## src/rtl/ata_init_pkg.sv

```systemverilog
// Package: shared types for the ATAPI init sequencer.
// Assumes a 4-bit register address space with the control block at bit 3.
package ata_init_pkg;

    localparam int PC_W  = 6;
    localparam int ARG_W = 9;

    // Register addresses presented to the PIO access engine
    localparam logic [3:0] ADR_DATA   = 4'h0;
    localparam logic [3:0] ADR_FEAT   = 4'h1;
    localparam logic [3:0] ADR_CNT_LO = 4'h4;
    localparam logic [3:0] ADR_CNT_HI = 4'h5;
    localparam logic [3:0] ADR_SELECT = 4'h6;
    localparam logic [3:0] ADR_CMD    = 4'h7;
    localparam logic [3:0] ADR_DEVCTL = 4'h8;

    // Status bit positions
    localparam int STAT_BUSY = 7;
    localparam int STAT_XFER = 3;

    typedef enum logic [2:0] {
        OP_WRITE,
        OP_DELAY,
        OP_POLL,
        OP_CHK_DRQ,
        OP_CHK_EQ,
        OP_READN,
        OP_JUMP,
        OP_FINISH
    } op_e;

    typedef enum logic [1:0] {
        DLY_RESET = 2'd0,
        DLY_CMD   = 2'd1,
        DLY_RETRY = 2'd2
    } dly_e;

    // One program step: operation, register, data/compare value, argument
    typedef struct packed {
        op_e               op;
        logic [3:0]        addr;
        logic [15:0]       data;
        logic [ARG_W-1:0]  arg;
    } uop_t;

    typedef enum logic [1:0] {
        ST_DECODE,
        ST_ACCESS,
        ST_DELAY,
        ST_DONE
    } seq_state_e;

endpackage

```

## src/rtl/ata_init_rom.sv

```systemverilog
// Module: ata_init_rom
// The fixed init program as combinational decode of the program counter.
// The arg field holds the failure or jump target for checks and jumps, the
// word count for bulk reads, and the delay selector for waits.
// Assumes ID_WORDS and TOC_WORDS fit in ARG_W bits.
module ata_init_rom
    import ata_init_pkg::*;
#(
    parameter int ID_WORDS  = 256,
    parameter int TOC_WORDS = 24
) (
    input  logic [PC_W-1:0] pc,
    output uop_t            uop
);

    localparam logic [ARG_W-1:0] L_TOC   = ARG_W'(16);
    localparam logic [ARG_W-1:0] L_RETRY = ARG_W'(36);
    localparam logic [ARG_W-1:0] N_ID    = ARG_W'(ID_WORDS);
    localparam logic [ARG_W-1:0] N_TOC   = ARG_W'(TOC_WORDS);

    // Build one program step
    function automatic uop_t mk(op_e o, logic [3:0] a, logic [15:0] d,
                                logic [ARG_W-1:0] g);
        uop_t u;
        u.op   = o;
        u.addr = a;
        u.data = d;
        u.arg  = g;
        return u;
    endfunction

    // Program listing, one step per program counter value
    always_comb begin
        case (pc)
            6'd0:  uop = mk(OP_WRITE,   ADR_DEVCTL, 16'h000C, '0);
            6'd1:  uop = mk(OP_DELAY,   4'h0, 16'h0, ARG_W'(DLY_RESET));
            6'd2:  uop = mk(OP_WRITE,   ADR_DEVCTL, 16'h0008, '0);
            6'd3:  uop = mk(OP_DELAY,   4'h0, 16'h0, ARG_W'(DLY_RESET));
            6'd4:  uop = mk(OP_POLL,    ADR_CMD, 16'h0, '0);
            6'd5:  uop = mk(OP_WRITE,   ADR_CMD, 16'h0008, '0);
            6'd6:  uop = mk(OP_DELAY,   4'h0, 16'h0, ARG_W'(DLY_CMD));
            6'd7:  uop = mk(OP_POLL,    ADR_CMD, 16'h0, '0);
            6'd8:  uop = mk(OP_WRITE,   ADR_SELECT, 16'h00A0, '0);
            6'd9:  uop = mk(OP_WRITE,   ADR_CMD, 16'h00A1, '0);
            6'd10: uop = mk(OP_POLL,    ADR_CMD, 16'h0, '0);
            6'd11: uop = mk(OP_DELAY,   4'h0, 16'h0, ARG_W'(DLY_CMD));
            6'd12: uop = mk(OP_CHK_DRQ, ADR_CMD, 16'h0, L_TOC);
            6'd13: uop = mk(OP_CHK_EQ,  ADR_CNT_HI, 16'h0002, L_TOC);
            6'd14: uop = mk(OP_CHK_EQ,  ADR_CNT_LO, 16'h0000, L_TOC);
            6'd15: uop = mk(OP_READN,   ADR_DATA, 16'h0, N_ID);
            6'd16: uop = mk(OP_POLL,    ADR_CMD, 16'h0, '0);
            6'd17: uop = mk(OP_WRITE,   ADR_FEAT, 16'h0000, '0);
            6'd18: uop = mk(OP_WRITE,   ADR_CNT_LO, 16'h0000, '0);
            6'd19: uop = mk(OP_WRITE,   ADR_CNT_HI, 16'h0006, '0);
            6'd20: uop = mk(OP_WRITE,   ADR_SELECT, 16'h00A0, '0);
            6'd21: uop = mk(OP_WRITE,   ADR_CMD, 16'h00A0, '0);
            6'd22: uop = mk(OP_POLL,    ADR_CMD, 16'h0, '0);
            6'd23: uop = mk(OP_CHK_DRQ, ADR_CMD, 16'h0, L_RETRY);
            6'd24: uop = mk(OP_WRITE,   ADR_DATA, 16'h0243, '0);
            6'd25: uop = mk(OP_WRITE,   ADR_DATA, 16'h0000, '0);
            6'd26: uop = mk(OP_WRITE,   ADR_DATA, 16'h0000, '0);
            6'd27: uop = mk(OP_WRITE,   ADR_DATA, 16'h0400, '0);
            6'd28: uop = mk(OP_WRITE,   ADR_DATA, 16'h8050, '0);
            6'd29: uop = mk(OP_WRITE,   ADR_DATA, 16'h0000, '0);
            6'd30: uop = mk(OP_POLL,    ADR_CMD, 16'h0, '0);
            6'd31: uop = mk(OP_CHK_DRQ, ADR_CMD, 16'h0, L_RETRY);
            6'd32: uop = mk(OP_CHK_EQ,  ADR_CNT_HI, 16'h0000, L_RETRY);
            6'd33: uop = mk(OP_CHK_EQ,  ADR_CNT_LO, 16'h0030, L_RETRY);
            6'd34: uop = mk(OP_READN,   ADR_DATA, 16'h0, N_TOC);
            6'd35: uop = mk(OP_FINISH,  4'h0, 16'h0, '0);
            6'd36: uop = mk(OP_DELAY,   4'h0, 16'h0, ARG_W'(DLY_RETRY));
            6'd37: uop = mk(OP_JUMP,    4'h0, 16'h0, L_TOC);
            default: uop = mk(OP_FINISH, 4'h0, 16'h0, '0);
        endcase
    end

endmodule

```

## src/rtl/ata_init_timer.sv

```systemverilog
// Module: ata_init_timer
// One-shot wait counter with three selectable lengths. A start pulse loads
// the chosen length; busy stays high for that many cycles and done marks
// the last of them. Assumes every length is at least 1 and that start
// never arrives while busy.
module ata_init_timer
    import ata_init_pkg::*;
#(
    parameter int RESET_WAIT = 1000,
    parameter int CMD_WAIT   = 500,
    parameter int RETRY_WAIT = 100
) (
    input  logic       clk,
    input  logic       rst_n,
    input  logic       start,
    input  logic [1:0] sel,
    output logic       busy,
    output logic       done
);

    localparam int MAX_A = (RESET_WAIT > CMD_WAIT) ? RESET_WAIT : CMD_WAIT;
    localparam int MAX_W = (MAX_A > RETRY_WAIT) ? MAX_A : RETRY_WAIT;
    localparam int CW    = $clog2(MAX_W + 1);

    logic [CW-1:0] cnt;
    logic [CW-1:0] len;

    // Pick the wait length for the requested interval
    always_comb begin
        case (sel)
            DLY_RESET: len = CW'(RESET_WAIT);
            DLY_CMD:   len = CW'(CMD_WAIT);
            default:   len = CW'(RETRY_WAIT);
        endcase
    end

    // Load on start, count down while busy
    always_ff @(posedge clk) begin
        if (!rst_n) begin
            cnt  <= '0;
            busy <= 1'b0;
        end else if (start) begin
            cnt  <= len - 1'b1;
            busy <= 1'b1;
        end else if (busy) begin
            if (cnt == '0) busy <= 1'b0;
            else           cnt  <= cnt - 1'b1;
        end
    end

    assign done = busy && (cnt == '0);

    AST_NO_RESTART: assert property (@(posedge clk) disable iff (!rst_n)
        start |-> !busy);

    AST_WAIT_RUNS: assert property (@(posedge clk) disable iff (!rst_n)
        busy && !done |=> busy);

endmodule

```

## src/rtl/ata_init_seq.sv

```systemverilog
// Module: ata_init_seq (top)
// Runs the ATAPI power-up program against a PIO access engine: soft reset,
// device reset, identify drain, then table-of-contents reads until one
// succeeds. Assumes acc_ack is a single-cycle pulse given only while
// acc_req is high, with acc_rdata valid in that cycle (zero-extended bytes).
module ata_init_seq
    import ata_init_pkg::*;
#(
    parameter int RESET_WAIT = 1000,
    parameter int CMD_WAIT   = 500,
    parameter int RETRY_WAIT = 100,
    parameter int ID_WORDS   = 256,
    parameter int TOC_WORDS  = 24
) (
    input  logic        clk,
    input  logic        rst_n,
    output logic        acc_req,
    output logic        acc_we,
    output logic [3:0]  acc_addr,
    output logic [15:0] acc_wdata,
    input  logic        acc_ack,
    input  logic [15:0] acc_rdata,
    output logic        init_done,
    output logic        init_err
);

    localparam int MAX_WORDS = (ID_WORDS > TOC_WORDS) ? ID_WORDS : TOC_WORDS;

    seq_state_e        state;
    logic [PC_W-1:0]   pc;
    logic [ARG_W-1:0]  wcnt;
    uop_t              uop;
    logic              tmr_start;
    logic              tmr_busy;
    logic              tmr_done;
    logic [PC_W-1:0]   pc_next;
    logic [PC_W-1:0]   pc_fail;

    ata_init_rom #(
        .ID_WORDS (ID_WORDS),
        .TOC_WORDS(TOC_WORDS)
    ) u_rom (
        .pc (pc),
        .uop(uop)
    );

    ata_init_timer #(
        .RESET_WAIT(RESET_WAIT),
        .CMD_WAIT  (CMD_WAIT),
        .RETRY_WAIT(RETRY_WAIT)
    ) u_timer (
        .clk  (clk),
        .rst_n(rst_n),
        .start(tmr_start),
        .sel  (uop.arg[1:0]),
        .busy (tmr_busy),
        .done (tmr_done)
    );

    // Start the wait timer when a delay step is decoded
    always_comb begin
        tmr_start = (state == ST_DECODE) && (uop.op == OP_DELAY);
        pc_next   = pc + 1'b1;
        pc_fail   = uop.arg[PC_W-1:0];
    end

    // Program execution: decode a step, run its access or wait, advance
    always_ff @(posedge clk) begin
        if (!rst_n) begin
            state     <= ST_DECODE;
            pc        <= '0;
            wcnt      <= '0;
            acc_req   <= 1'b0;
            acc_we    <= 1'b0;
            acc_addr  <= '0;
            acc_wdata <= '0;
            init_done <= 1'b0;
            init_err  <= 1'b0;
        end else begin
            case (state)
                ST_DECODE: begin
                    case (uop.op)
                        OP_WRITE: begin
                            acc_req   <= 1'b1;
                            acc_we    <= 1'b1;
                            acc_addr  <= uop.addr;
                            acc_wdata <= uop.data;
                            state     <= ST_ACCESS;
                        end
                        OP_POLL, OP_CHK_DRQ, OP_CHK_EQ: begin
                            acc_req   <= 1'b1;
                            acc_we    <= 1'b0;
                            acc_addr  <= uop.addr;
                            acc_wdata <= '0;
                            state     <= ST_ACCESS;
                        end
                        OP_READN: begin
                            if (wcnt == uop.arg) begin
                                wcnt <= '0;
                                pc   <= pc_next;
                            end else begin
                                acc_req   <= 1'b1;
                                acc_we    <= 1'b0;
                                acc_addr  <= ADR_DATA;
                                acc_wdata <= '0;
                                state     <= ST_ACCESS;
                            end
                        end
                        OP_DELAY: state <= ST_DELAY;
                        OP_JUMP:  pc    <= pc_fail;
                        default: begin
                            init_done <= 1'b1;
                            state     <= ST_DONE;
                        end
                    endcase
                end
                ST_ACCESS: begin
                    if (acc_ack) begin
                        acc_req <= 1'b0;
                        state   <= ST_DECODE;
                        case (uop.op)
                            OP_POLL: begin
                                if (!acc_rdata[STAT_BUSY]) pc <= pc_next;
                            end
                            OP_CHK_DRQ: begin
                                if (acc_rdata[STAT_XFER]) begin
                                    pc <= pc_next;
                                end else begin
                                    pc       <= pc_fail;
                                    init_err <= 1'b1;
                                end
                            end
                            OP_CHK_EQ: begin
                                if (acc_rdata == uop.data) begin
                                    pc <= pc_next;
                                end else begin
                                    pc       <= pc_fail;
                                    init_err <= 1'b1;
                                end
                            end
                            OP_READN: wcnt <= wcnt + 1'b1;
                            default:  pc   <= pc_next;
                        endcase
                    end
                end
                ST_DELAY: begin
                    if (tmr_done) begin
                        pc    <= pc_next;
                        state <= ST_DECODE;
                    end
                end
                default: state <= ST_DONE;
            endcase
        end
    end

    AST_REQ_HOLD: assert property (@(posedge clk) disable iff (!rst_n)
        acc_req && !acc_ack |=> acc_req && $stable(acc_we) && $stable(acc_addr)
                                 && $stable(acc_wdata));

    AST_REQ_RELEASE: assert property (@(posedge clk) disable iff (!rst_n)
        acc_req && acc_ack |=> !acc_req);

    AST_NO_REQ_IN_WAIT: assert property (@(posedge clk) disable iff (!rst_n)
        tmr_busy |-> !acc_req);

    AST_DONE_QUIET: assert property (@(posedge clk) disable iff (!rst_n)
        init_done |=> init_done && !acc_req);

    AST_ERR_STICKY: assert property (@(posedge clk) disable iff (!rst_n)
        init_err |=> init_err);

    AST_WORD_LIMIT: assert property (@(posedge clk) disable iff (!rst_n)
        wcnt <= ARG_W'(MAX_WORDS));

    AST_BUSY_REPOLL: assert property (@(posedge clk) disable iff (!rst_n)
        acc_ack && (uop.op == OP_POLL) && acc_rdata[STAT_BUSY]
        |=> $stable(pc));

endmodule

```

## config.mk

```make
export PLATFORM = sky130hd
export DESIGN_NAME = ata_init_seq
export DESIGN_NICKNAME = d
export VERILOG_FILES = /design/src/rtl/ata_init_pkg.sv /design/src/rtl/ata_init_rom.sv /design/src/rtl/ata_init_timer.sv /design/src/rtl/ata_init_seq.sv
export SDC_FILE = /design/constraint.sdc
export NUM_CORES = 1
export LEC_CHECK = 0
export BUFFER_PORTS_ARGS = -buffer_cell sky130_fd_sc_hd__buf_2
export CORE_MARGIN = 5
export CORE_UTILIZATION = 30
export CTS_BUF_LIST = sky130_fd_sc_hd__clkbuf_8
export CTS_CLUSTER_DIAMETER = 120
export CTS_CLUSTER_SIZE = 20
export DETAILED_ROUTE_END_ITERATION = 16
export GPL_ROUTABILITY_DRIVEN = 0
export PLACE_DENSITY = 0.53
export SLEW_MARGIN = 10
export SYNTH_ARGS = -nofsm -noshare
export SYNTH_HDL_FRONTEND = slang
export SYNTH_SLANG_ARGS = --single-unit
```

## constraint.sdc

```tcl
create_clock -name clk -period 5.7 [get_ports clk]
set_input_delay 1.71 -clock clk [delete_from_list [all_inputs] [get_ports clk]]
set_output_delay 1.71 -clock clk [all_outputs]
set_load 0.005 [all_outputs]
```

==> results of run 1 <==
==> layout make-up <==
cell class | count | area (sq um) | area share
repair buffers | 42 | 223 | 0.0480
well taps | 176 | 220 | 0.0475
multi-input cells | 380 | 2470 | 0.532
clock buffers | 9 | 124 | 0.0267
flip-flops and latches | 71 | 1420 | 0.306
inverters | 21 | 78.8 | 0.0170
clock inverters | 7 | 103 | 0.0221
==> power breakdown <==
group / internal (W) / leakage (nW) / switching, W
Sequential: 0.000604 / 0.577 / 0.000104
Clock: 0.000251 / 0.110 / 0.000215
Combinational: 0.000563 / 1.15 / 0.000965
Total: 0.00142 / 1.83 / 0.00128
==> synthesized netlist by cell type, drive strengths merged (5+ instances only) <==
| cell | n |
|---|---|
| inv | 19 |
| nor4 | 9 |
| buf | 14 |
| o21ai | 15 |
| a22oi | 13 |
| o21a | 7 |
| o211ai | 5 |
| a21oi | 31 |
| or3 | 5 |
| xnor2 | 20 |
| a211oi | 5 |
| a31oi | 8 |
| nand2 | 47 |
| clkbuf | 18 |
| ha | 15 |
| xor2 | 11 |
| nor2 | 60 |
| mux2i | 9 |
| nand3 | 25 |
| nor3 | 16 |
| dfxtp | 71 |
| nand4 | 8 |
==> stage by stage <==
stage | std cells | hold WS, ns
6_report | 706 | 0.479
5_1_grt | 706 | 0.538
4_1_cts | 706 | 0.485
3_5_place_dp | 690 | 0.463
3_3_place_gp | 690 | 0.448
2_1_floorplan | 504 | 0.460
==> path summary, 6_finish.rpt <==
check | start | end
worst max-delay path | acc_rdata[6] | u_rom.uop[26]
worst max register to register | u_rom.uop[31] | u_rom.uop[26]
worst min register to register | init_done | init_done
worst min-delay path | init_done | init_done
==> registers in the layout, indices dropped and copies added (netlist names) <==
| name | count |
|---|---|
| u_rom.uop | 24 |
| wcnt | 9 |
| acc_req | 1 |
| state | 2 |
| u_timer.cnt | 10 |
| acc_wdata | 11 |
| acc_addr | 4 |
| u_timer.busy | 1 |
| acc_we | 1 |
| init_err | 1 |
| pc | 6 |
| init_done | 1 |
==> worst max-delay path, cell delays in order <==
cell and delay (ns):
buf_2 0.10, xnor2_1 0.15, nand4_1 0.21, nor4_1 0.51, nor2_1 0.24, a221oi_1 0.43
a2bb2oi_1 0.22, buf_4 0.20, nor2_1 0.12, inv_1 0.18, ha_1 0.36, inv_1 0.09
mux2i_1 0.14, nand3_1 0.10, a31oi_1 0.22
==> routing by layer <==
metal  GRT usage  up-vias  wire (um)
met2       0.227      148       5380
met4      0.0612        0        289
met3      0.0290       25        777
met1       0.199     1840       5470
met5           0        -          0
li1            -     1836          -
==> kinds of logic (layout without fill, tap and decap cells) <==
| logic type | count (synthesis) | count (layout) |
|---|---|---|
| AND/OR/NAND/NOR | 197 | 197 |
| AO/OA/AOI/OAI | 119 | 119 |
| flip-flops | 71 | 71 |
| buffers and inverters | 53 | 79 |
| XOR/XNOR | 31 | 31 |
| adder cells (fa/ha/maj) | 15 | 15 |
| multiplexers | 13 | 13 |
| other | 1 | 5 |
==> summary.txt, run 1 <==
Cells and area
  • Fill count: roughly 1,400
  • Nets@finish: ~560
  • Design area: ~4600 sq um
  • Ant. Diodes: 0
  • Final design utilization: 0.348
  • Commonest non-fill, non-tap cell in the layout: dfxtp_1
  • Leading cell types in the layout, fill and taps excluded: 71 x dfxtp_1, 59 x nor2_1, 47 x nand2_1
  • Share of layout cells above drive strength 1: 0.149
  • Area Overhead vs Synth: 13.1%

Global routing
  • Vias in the first global route: 3,737
  • GRT overflow: 0
  • Global-route wire length before repair: between 15,000 and 20,000 um
  • Pin count of the biggest net entering global routing: 26
  • Number of antenna violations at the first check in global routing: 0
  • Total Routing Usage GR: 0.146

Synthesis
  • Yosys top cell by area: dfxtp_1
  • FFs w/ async S/R, synth: 0
  • Area contributors post-synth: dfxtp_1 35%, nor2_1 5.4%, ha_1 4.6%, nand2_1 4.3%, xnor2_1 4.3%
  • Yosys reg bits: slightly above 70
  • Post-Synth Adder-Cell Area: 0.0458
  • Synth top area share: 0.347
  • Post-Synthesis Mean Instance Area: a little over 8 sq um
  • Post-Synth Simple-Gate Area: 0.240
  • Sequential fraction of the synthesis area: 0.347
  • Yosys warning count: 0
  • Post-synth cell types: 70
  • Synth Area in XOR/XNOR: 0.0662
  • Cell count after synthesis: 500
  • Mux contribution to synthesized area: 0.0329
  • Compound-Gate Fraction of Synth Area: 0.211
  • Number of synthesized flops with an enable pin: 0
  • Ys flop type: dfxtp_1
  • Post-Syn Area: slightly above 4000 sq um
  • Largest family of logic cells by synthesized area: simple AND/OR/NAND/NOR gates

Critical path
  • CP Launch Type: primary input
  • Worst Path Class, Setup: in -> reg
  • CP endpoint kind: flip-flop
  • R2R Setup Slk: approximately 1.8 ns
  • CP Data Arrival Time: 5.00 ns
  • CP required: 5.98 ns
  • Reg2Reg Depth: 14
  • Maximum fanout along the worst path: 9

Placed design
  • Placed Instance Area: ~4400 sq um
  • Pre-CTS setup slack: 0.668 ns
  • Port Buffers: 37
  • Dpl hpwl: a little under 9000 um

Timing
  • Max frequency: approximately 210 MHz
  • Fin crit share: 0.827
  • Hold Fails Final Rpt: 0
  • Fin crit period: 4.72 ns
  • Slew @ Worst Pin: 1.18 ns
  • # setup viols final: 0
  • Final TNS setup: 0 ns
  • Final setup margin: 0.985 ns
  • RSZ-0062 raised after global routing: false
  • Slew headroom: 0.208
  • Final Skew: 0.0133 ns
  • Fin. max-slew vios: 0

Clock tree
  • Clk buf depth: 2
  • Skew-Pair Late Insertion Delay: 0.37 ns
  • Root Driver: clkbuf_8
  • Num Clock Sinks: 71
  • CTS H-Tree Depth: 3
  • Clock slew at reported path FFs: 0.08 ns
  • Resized cells post-CTS: 0
  • TritonCTS Buffers: 9
  • Setup repair bufs after CTS: 0
  • Cts hold-fix bufs: 0
  • CTS tree: yes

Routing
  • Remaining antenna violation count: 0
  • Via count: between 3,000 and 4,000
  • Drt drc: 0
  • First DRT Iteration DRCs: 387
  • Total iterations of the first detailed-routing run: 6
  • Vias per cell: approximately 5.5
  • Post-Route WL: ~12,000 um
  • Drt wl/cell: 16.9 um

Floorplan
  • Num rows: 42
  • Die Span Y: between 100 and 150 um
  • I/O pin count: 43
  • Chip Width: between 100 and 150 um
  • Starting density of the core: 0.307
  • Core outline area: around 13,000 sq um
  • Die area: 16,100 sq um

Pwr
  • Total power: 0.00270 W
  • Max rail drop VDD: about 0.17 mV
  • Pwr per Cell Area: roughly 580 nW/um^2
  • Leak pwr: approximately 1.8 nW

Job
  • Max-Cap Viols: 0

Min path
  • Hold path depth: 2
  • Hold WC Path Type: reg -> reg

Outcome
  • Status: complete, no violations
Power figures use the tool's default switching activity.
==> run 2: changes to the inputs <==
- clock period: 5.7 -> 4.6 ns (I/O delays scaled with it)
==> run 2 against run 1 <==
  * Sequential share of layout area decreased by 0.61 points
  * Via count is 1.8% lower
  * Core utilization grew 0.70 points
  * Count of clock-buffer cells in the layout increased by 2
  * Hold slack improved by 0.020 ns
  * Register-to-register slack got worse by 0.85 ns
  * Power grew 25%
  * Critical path depth down 1
  * Final area is 2.0% higher
  * Die area unchanged
  * Global-route usage barely moved
  * Worst setup slack worse by 0.52 ns
==> summary.txt, run 2 (synthesized netlist as in run 1, its figures left out) <==
Outcome
  • Status: complete, no violations

Timing
  • Slew @ Worst Pin: 1.15 ns (-0.0291 ns)
  • Max frequency: ~240 MHz
  • Final TNS setup: 0 ns (unchanged)
  • Slew headroom: 0.227 (+0.0196)
  • Final setup margin: 0.467 ns (-0.518 ns)
  • # setup viols final: 0 (unchanged)
  • Final Skew: 0.00782 ns (-0.00543 ns)
  • Fin crit share: 0.898
  • Hold Fails Final Rpt: 0 (unchanged)
  • Fin crit period: just over 4 ns
  • Fin. max-slew vios: 0 (unchanged)
  • Hold WS: 0.499 ns (+0.0199 ns)
  • RSZ-0062 raised after global routing: false

Clock tree
  • Resized cells post-CTS: 0 (unchanged)
  • Cts hold-fix bufs: 0 (unchanged)
  • CTS tree: yes
  • TritonCTS Buffers: 9 (unchanged)
  • Skew-Pair Late Insertion Delay: 0.37 ns (about the same)
  • Clock slew at reported path FFs: 0.07 ns (about the same)
  • Num Clock Sinks: 71 (unchanged)
  • Root Driver: clkbuf_8
  • Clk buf depth: 2 (unchanged)
  • CTS H-Tree Depth: 3 (unchanged)
  • Setup repair bufs after CTS: 0 (unchanged)

Routing
  • DRT met1 WL: 5390 um (-1.5%)
  • Met3 WL: 640 um (-18%)
  • Drt drc: 0 (unchanged)
  • Total iterations of the first detailed-routing run: 5 (-1)
  • Post-Route WL: 11,700 um (-1.8%)
  • Remaining antenna violation count: 0 (unchanged)
  • Via count: 3,779 (-1.8%)
  • Vias per cell: 5.24 (-3.9%)
  • First DRT Iteration DRCs: 331 (-14%)
  • Drt wl/cell: 16.2 um (-3.8%)
  • Top Metal Used: met4
  • Met2 WL post-DR: 5520 um (+2.5%)

Floorplan
  • Chip Width: 127 um (unchanged)
  • Core outline area: 13,300 sq um (unchanged)
  • Die Span Y: 127 um (unchanged)
  • Die area: 16,100 sq um (unchanged)
  • Starting density of the core: 0.307 (unchanged)
  • Num rows: 42 (unchanged)
  • I/O pin count: 43 (unchanged)

Critical path
  • Crit path depth: 14 (-1)
  • Critical Path, Cell by Cell: buf_2, xnor2_1, nand4_1, or4_1, a211oi_1, a311oi_1, a21o_1, or2_2, inv_1, ha_1, inv_1, mux2i_1, nand3_1, a41oi_1
  • CP Launch Type: primary input
  • CP required: 4.88 ns (-1.10 ns)
  • Maximum fanout along the worst path: 8 (-1)
  • CP Data Arrival Time: 4.42 ns (-0.58 ns)
  • CP delay by family, top: simple AND/OR/NAND/NOR gates
  • R2R Setup Slk: 0.91 ns (-0.85 ns)
  • Cell mode on critical path: inv_1
  • Reg2Reg Depth: 10 (-4)
  • R2R Path Start: state[1]
  • Worst r2r dst: u_rom.uop[13]
  • CP endpoint kind: flip-flop
  • Sum of buffers and inverters on the critical path: 3 (-1)
  • Worst Path Class, Setup: in -> reg
  • Slowest cell on crit path: or4_1
  • Slowest stage delay, CP: 0.61 ns (+0.10 ns)

Pwr
  • Leak pwr: 1.90 nW (+3.7%)
  • Pwr per Cell Area: 711 nW/um^2 (+22%)
  • Max rail drop VDD: 0.246 mV (+45%)

Global routing
  • Global-route wire length before repair: 18,900 um (-0.22%)
  • Total Routing Usage GR: 0.146 (about the same)
  • Number of antenna violations at the first check in global routing: 0 (unchanged)
  • Pin count of the biggest net entering global routing: 31 (+19%)
  • GRT overflow: 0 (unchanged)
  • Vias in the first global route: 3,586 (-4.0%)

Cells and area
  • Design area: 4730 sq um (+2.0%)
  • Multi-input logic area: 2470 sq um (unchanged)
  • Leading cell types in the layout, fill and taps excluded: 71 x dfxtp_1, 59 x nor2_1, 47 x nand2_1
  • Final design utilization: 0.355 (+0.00703)
  • Share of layout cells above drive strength 1: 0.172 (+0.0234)
  • Reg area: 1420 sq um (unchanged)
  • Fill count: 1,393 (-2.5%)
  • Area Overhead vs Synth: 15.4%
  • Commonest non-fill, non-tap cell in the layout: dfxtp_1
  • Ant. Diodes: 0 (unchanged)
  • Nets@finish: 574 (+2.7%)
  • Max reg flops: 24 (unchanged)

Placed design
  • Placed Instance Area: 4530 sq um (+2.6%)
  • Pre-CTS setup slack: 0.142 ns (-0.527 ns)
  • Dpl hpwl: 8740 um (-0.80%)
  • Port Buffers: 37 (unchanged)

Min path
  • Hold WC Path Type: reg -> reg
  • WHS Endpoint: init_done
  • Hold wc startpoint: init_done
  • Hold path depth: 2 (unchanged)

Job
  • Max-Cap Viols: 0 (unchanged)
run 2: layout make-up:
cell class                      count  area share
Sequential cell                    71       0.300
Timing Repair Buffer               57      0.0708
Tap cell                          176      0.0465
Clock buffer                       11      0.0320
Clock inverter                      5      0.0119
Inverter                           21      0.0167
Multi-Input combinational cell    380       0.522
run 2: worst reg2reg max path, delay by kind of cell (launching register included):
kind	cells	cell delay [ns]
AND/OR/NAND/NOR	4	1.39
AO/OA/AOI/OAI	3	0.84
multiplexers	1	0.51
adder cells (fa/ha/maj)	1	0.40
flip-flops	1	0.39
buffers and inverters	1	0.08
run 2: worst max-delay path by stage:
| stage | slack (ns) | to | start |
|---|---|---|---|
| after floorplan | 0.34 | u_rom.uop[30] | acc_rdata[11] |
| after global placement | 0.18 | u_rom.uop[29] | acc_rdata[3] |
| after detailed placement | 0.14 | u_rom.uop[29] | acc_rdata[3] |
| after CTS | 0.52 | u_rom.uop[29] | acc_rdata[3] |
| after global routing | 0.31 | u_rom.uop[10] | acc_rdata[6] |
| final | 0.47 | u_rom.uop[29] | acc_rdata[3] |
run 2: layer usage:
| layer | vias to the layer above | GRT usage |
|---|---|---|
| met2 | 130 | 0.236 |
| met3 | 13 | 0.0357 |
| li1 | 1867 | - |
| met4 | 0 | 0.0397 |
| met1 | 1769 | 0.196 |
| met5 | - | 0 |
run 2: power by group:
part           total (W)  internal (W)  switching [W]
Combinational    0.00197      0.000773        0.00120
Clock           0.000521      0.000279       0.000242
Sequential      0.000871      0.000749       0.000122
run 2: stage by stage:
step                      power [W]  std cells
final                       0.00336        721
after global routing        0.00362        721
after CTS                   0.00336        721
after detailed placement    0.00283        705
after global placement      0.00282        705
after floorplan             0.00226        504
==> run 3: changes to the inputs <==
- CORE_UTILIZATION: 30 -> 50
- PLACE_DENSITY: 0.53 -> 0.76
==> run 3 against run 2 <==
  * Register-to-register slack got worse by 0.04 ns
  * Clock power fell by 6.3%
  * Critical path depth fell by 1
  * Die area fell by 37%
  * Final cell count fell by 11%
  * Highest routed layer unchanged
  * Combinational power fell by 3%
  * Sequential share of layout area rose by 1.1 points
  * Flip-flop and latch count did not move
  * Core utilization rose by 21 points
==> summary.txt, run 3 (synthesized netlist as in run 1, its figures left out) <==
Outcome
  • Status: complete, no violations

Routing
  • Via count: 3,872 (+2.5%)
  • Total iterations of the first detailed-routing run: 5 (unchanged)
  • Vias per cell: 6.02 (+15%)
  • Drt wl/cell: 16.4 um (+1.2%)
  • Remaining antenna violation count: 0 (unchanged)
  • Post-Route WL: 10,600 um (-9.7%)
  • First DRT Iteration DRCs: 293 (-11%)
  • Drt drc: 0 (unchanged)

Cells and area
  • Design area: 4570 sq um (-3.5%)
  • Leading cell types in the layout, fill and taps excluded: 71 x dfxtp_1, 59 x nor2_1, 47 x nand2_1
  • Nets@finish: 567 (-1.2%)
  • Area Overhead vs Synth: 11.4%
  • Ant. Diodes: 0 (unchanged)
  • Final design utilization: 0.564 (+0.210)
  • Commonest non-fill, non-tap cell in the layout: dfxtp_1
  • Multi-input logic area: 2460 sq um (-0.25%)
  • Share of layout cells above drive strength 1: 0.156 (-0.0163)
  • Reg area: 1420 sq um (unchanged)
  • Fill count: 764 (-45%)
  • Max reg flops: 24 (unchanged)

Critical path
  • CP endpoint kind: flip-flop
  • Critical path origin: acc_rdata[3]
  • CP Data Arrival Time: 4.45 ns (+0.03 ns)
  • Worst Path Class, Setup: in -> reg
  • CP required: 4.79 ns (-0.09 ns)
  • CP Launch Type: primary input
  • R2R Path Start: state[1]
  • Maximum fanout along the worst path: 8 (unchanged)

Clock tree
  • Resized cells post-CTS: 0 (unchanged)
  • Clk buf depth: 2 (unchanged)
  • CTS H-Tree Depth: 3 (unchanged)
  • Root Driver: clkbuf_8
  • Skew-Pair Late Insertion Delay: 0.35 ns (-0.02 ns)
  • Setup repair bufs after CTS: 0 (unchanged)
  • Num Clock Sinks: 71 (unchanged)
  • Clock slew at reported path FFs: 0.07 ns (about the same)
  • CTS tree: yes
  • Cts hold-fix bufs: 0 (unchanged)
  • TritonCTS Buffers: 9 (unchanged)

Timing
  • Hold Fails Final Rpt: 0 (unchanged)
  • # setup viols final: 0 (unchanged)
  • Slew headroom: 0.445 (+0.218)
  • Final TNS setup: 0 ns (unchanged)
  • Fin crit share: 0.924 (+0.0256)
  • Final Skew: 0.00911 ns (+0.00128 ns)
  • Final setup margin: 0.349 ns (-0.118 ns)
  • RSZ-0062 raised after global routing: false
  • Fin. max-slew vios: 0 (unchanged)
  • Max frequency: 235 MHz (-2.8%)
  • Fin crit period: 4.25 ns (+0.118 ns)
  • Slew @ Worst Pin: 0.832 ns (-0.317 ns)

Floorplan
  • Die area: 10,100 sq um (-37%)
  • Chip Width: 101 um (-21%)
  • I/O pin count: 43 (unchanged)
  • Starting density of the core: 0.507 (+0.200)
  • Core outline area: 8090 sq um (-39%)
  • Num rows: 33 (-21%)
  • Die Span Y: 101 um (-21%)

Pwr
  • Total power: 0.00326 W (-3.0%)
  • Max rail drop VDD: 0.284 mV (+15%)
  • Pwr per Cell Area: 714 nW/um^2 (+0.47%)
  • Leak pwr: 1.87 nW (-1.7%)

Placed design
  • Placed Instance Area: 4380 sq um (-3.3%)
  • Dpl hpwl: 7850 um (-10%)
  • Pre-CTS setup slack: 0.0799 ns (-0.0617 ns)
  • Port Buffers: 37 (unchanged)

Min path
  • Hold WC Path Type: reg -> reg
  • Hold wc startpoint: init_done

Global routing
  • Number of antenna violations at the first check in global routing: 0 (unchanged)
  • Total Routing Usage GR: 0.212 (+0.0657)
  • Pin count of the biggest net entering global routing: 33 (+6.5%)
  • Vias in the first global route: 3,582 (-0.11%)
  • Global-route wire length before repair: 17,300 um (-8.8%)
  • GRT overflow: 0 (unchanged)

Job
  • Max-Cap Viols: 0 (unchanged)
==> run 3: cell types whose count changed in the layout (fill, tap and decap cells not counted) <==
cell        before  now
buf_4           20   13
inv_1           19   21
clkbuf_8        11   10
clkinv_2         2    3
clkinv_4         1    0
clkinvlp_4       1    0
nor4_1           7    8
nor4_2           2    1
==> run 3: path summary, 6_finish.rpt <==
kind                        end  slack [ns]  cells past startpoint
setup / recovery  u_rom.uop[27]        0.35                     13
setup reg to reg  u_rom.uop[27]        0.87                     14
hold / removal        init_done        0.48                      2
hold reg to reg       init_done        0.48                      2
==> run 3: through the flow <==
stage	std cells	hold slack, ns
2_1_floorplan	504	0.460
3_3_place_gp	627	0.444
3_5_place_dp	627	0.452
4_1_cts	643	0.472
5_1_grt	643	0.516
6_report	643	0.475
==> run 3: power breakdown <==
group	internal [W]	total (W)	switching [W]	leakage [nW]
logic	0.000736	0.00191	0.00117	1.18
registers	0.000749	0.000867	0.000118	0.577
clock network	0.000259	0.000488	0.000230	0.108
==> run 3: routing by layer <==
| layer | wire length [um] | GRT usage | part of all wire | vias to the layer above |
|---|---|---|---|---|
| li1 | - | - | - | 1853 |
| met1 | 4510 | 0.282 | 0.43 | 1791 |
| met2 | 4870 | 0.337 | 0.46 | 198 |
| met3 | 922 | 0.0450 | 0.087 | 30 |
| met4 | 269 | 0.0819 | 0.025 | 0 |
| met5 | 0 | 0 | 0 | - |
==> run 3: layout make-up <==
type / count / area share
multi-input combinational: 380 / 0.539
sequential: 71 / 0.311
timing repair buffer: 50 / 0.0619
clock buffer: 10 / 0.0301
tap: 105 / 0.0288
inverter: 21 / 0.0173
clock inverter: 6 / 0.0115
==> run 3: critical path, cell delays in order <==
cell,delay [ns]
buf_2,0.12
xnor2_1,0.15
nand4_1,0.19
or4_1,0.60
a211oi_1,0.24
a311oi_1,0.09
a21o_1,0.28
or2_2,0.36
inv_1,0.25
ha_1,0.39
nor2_1,0.09
a31oi_1,0.14
o211ai_1,0.15
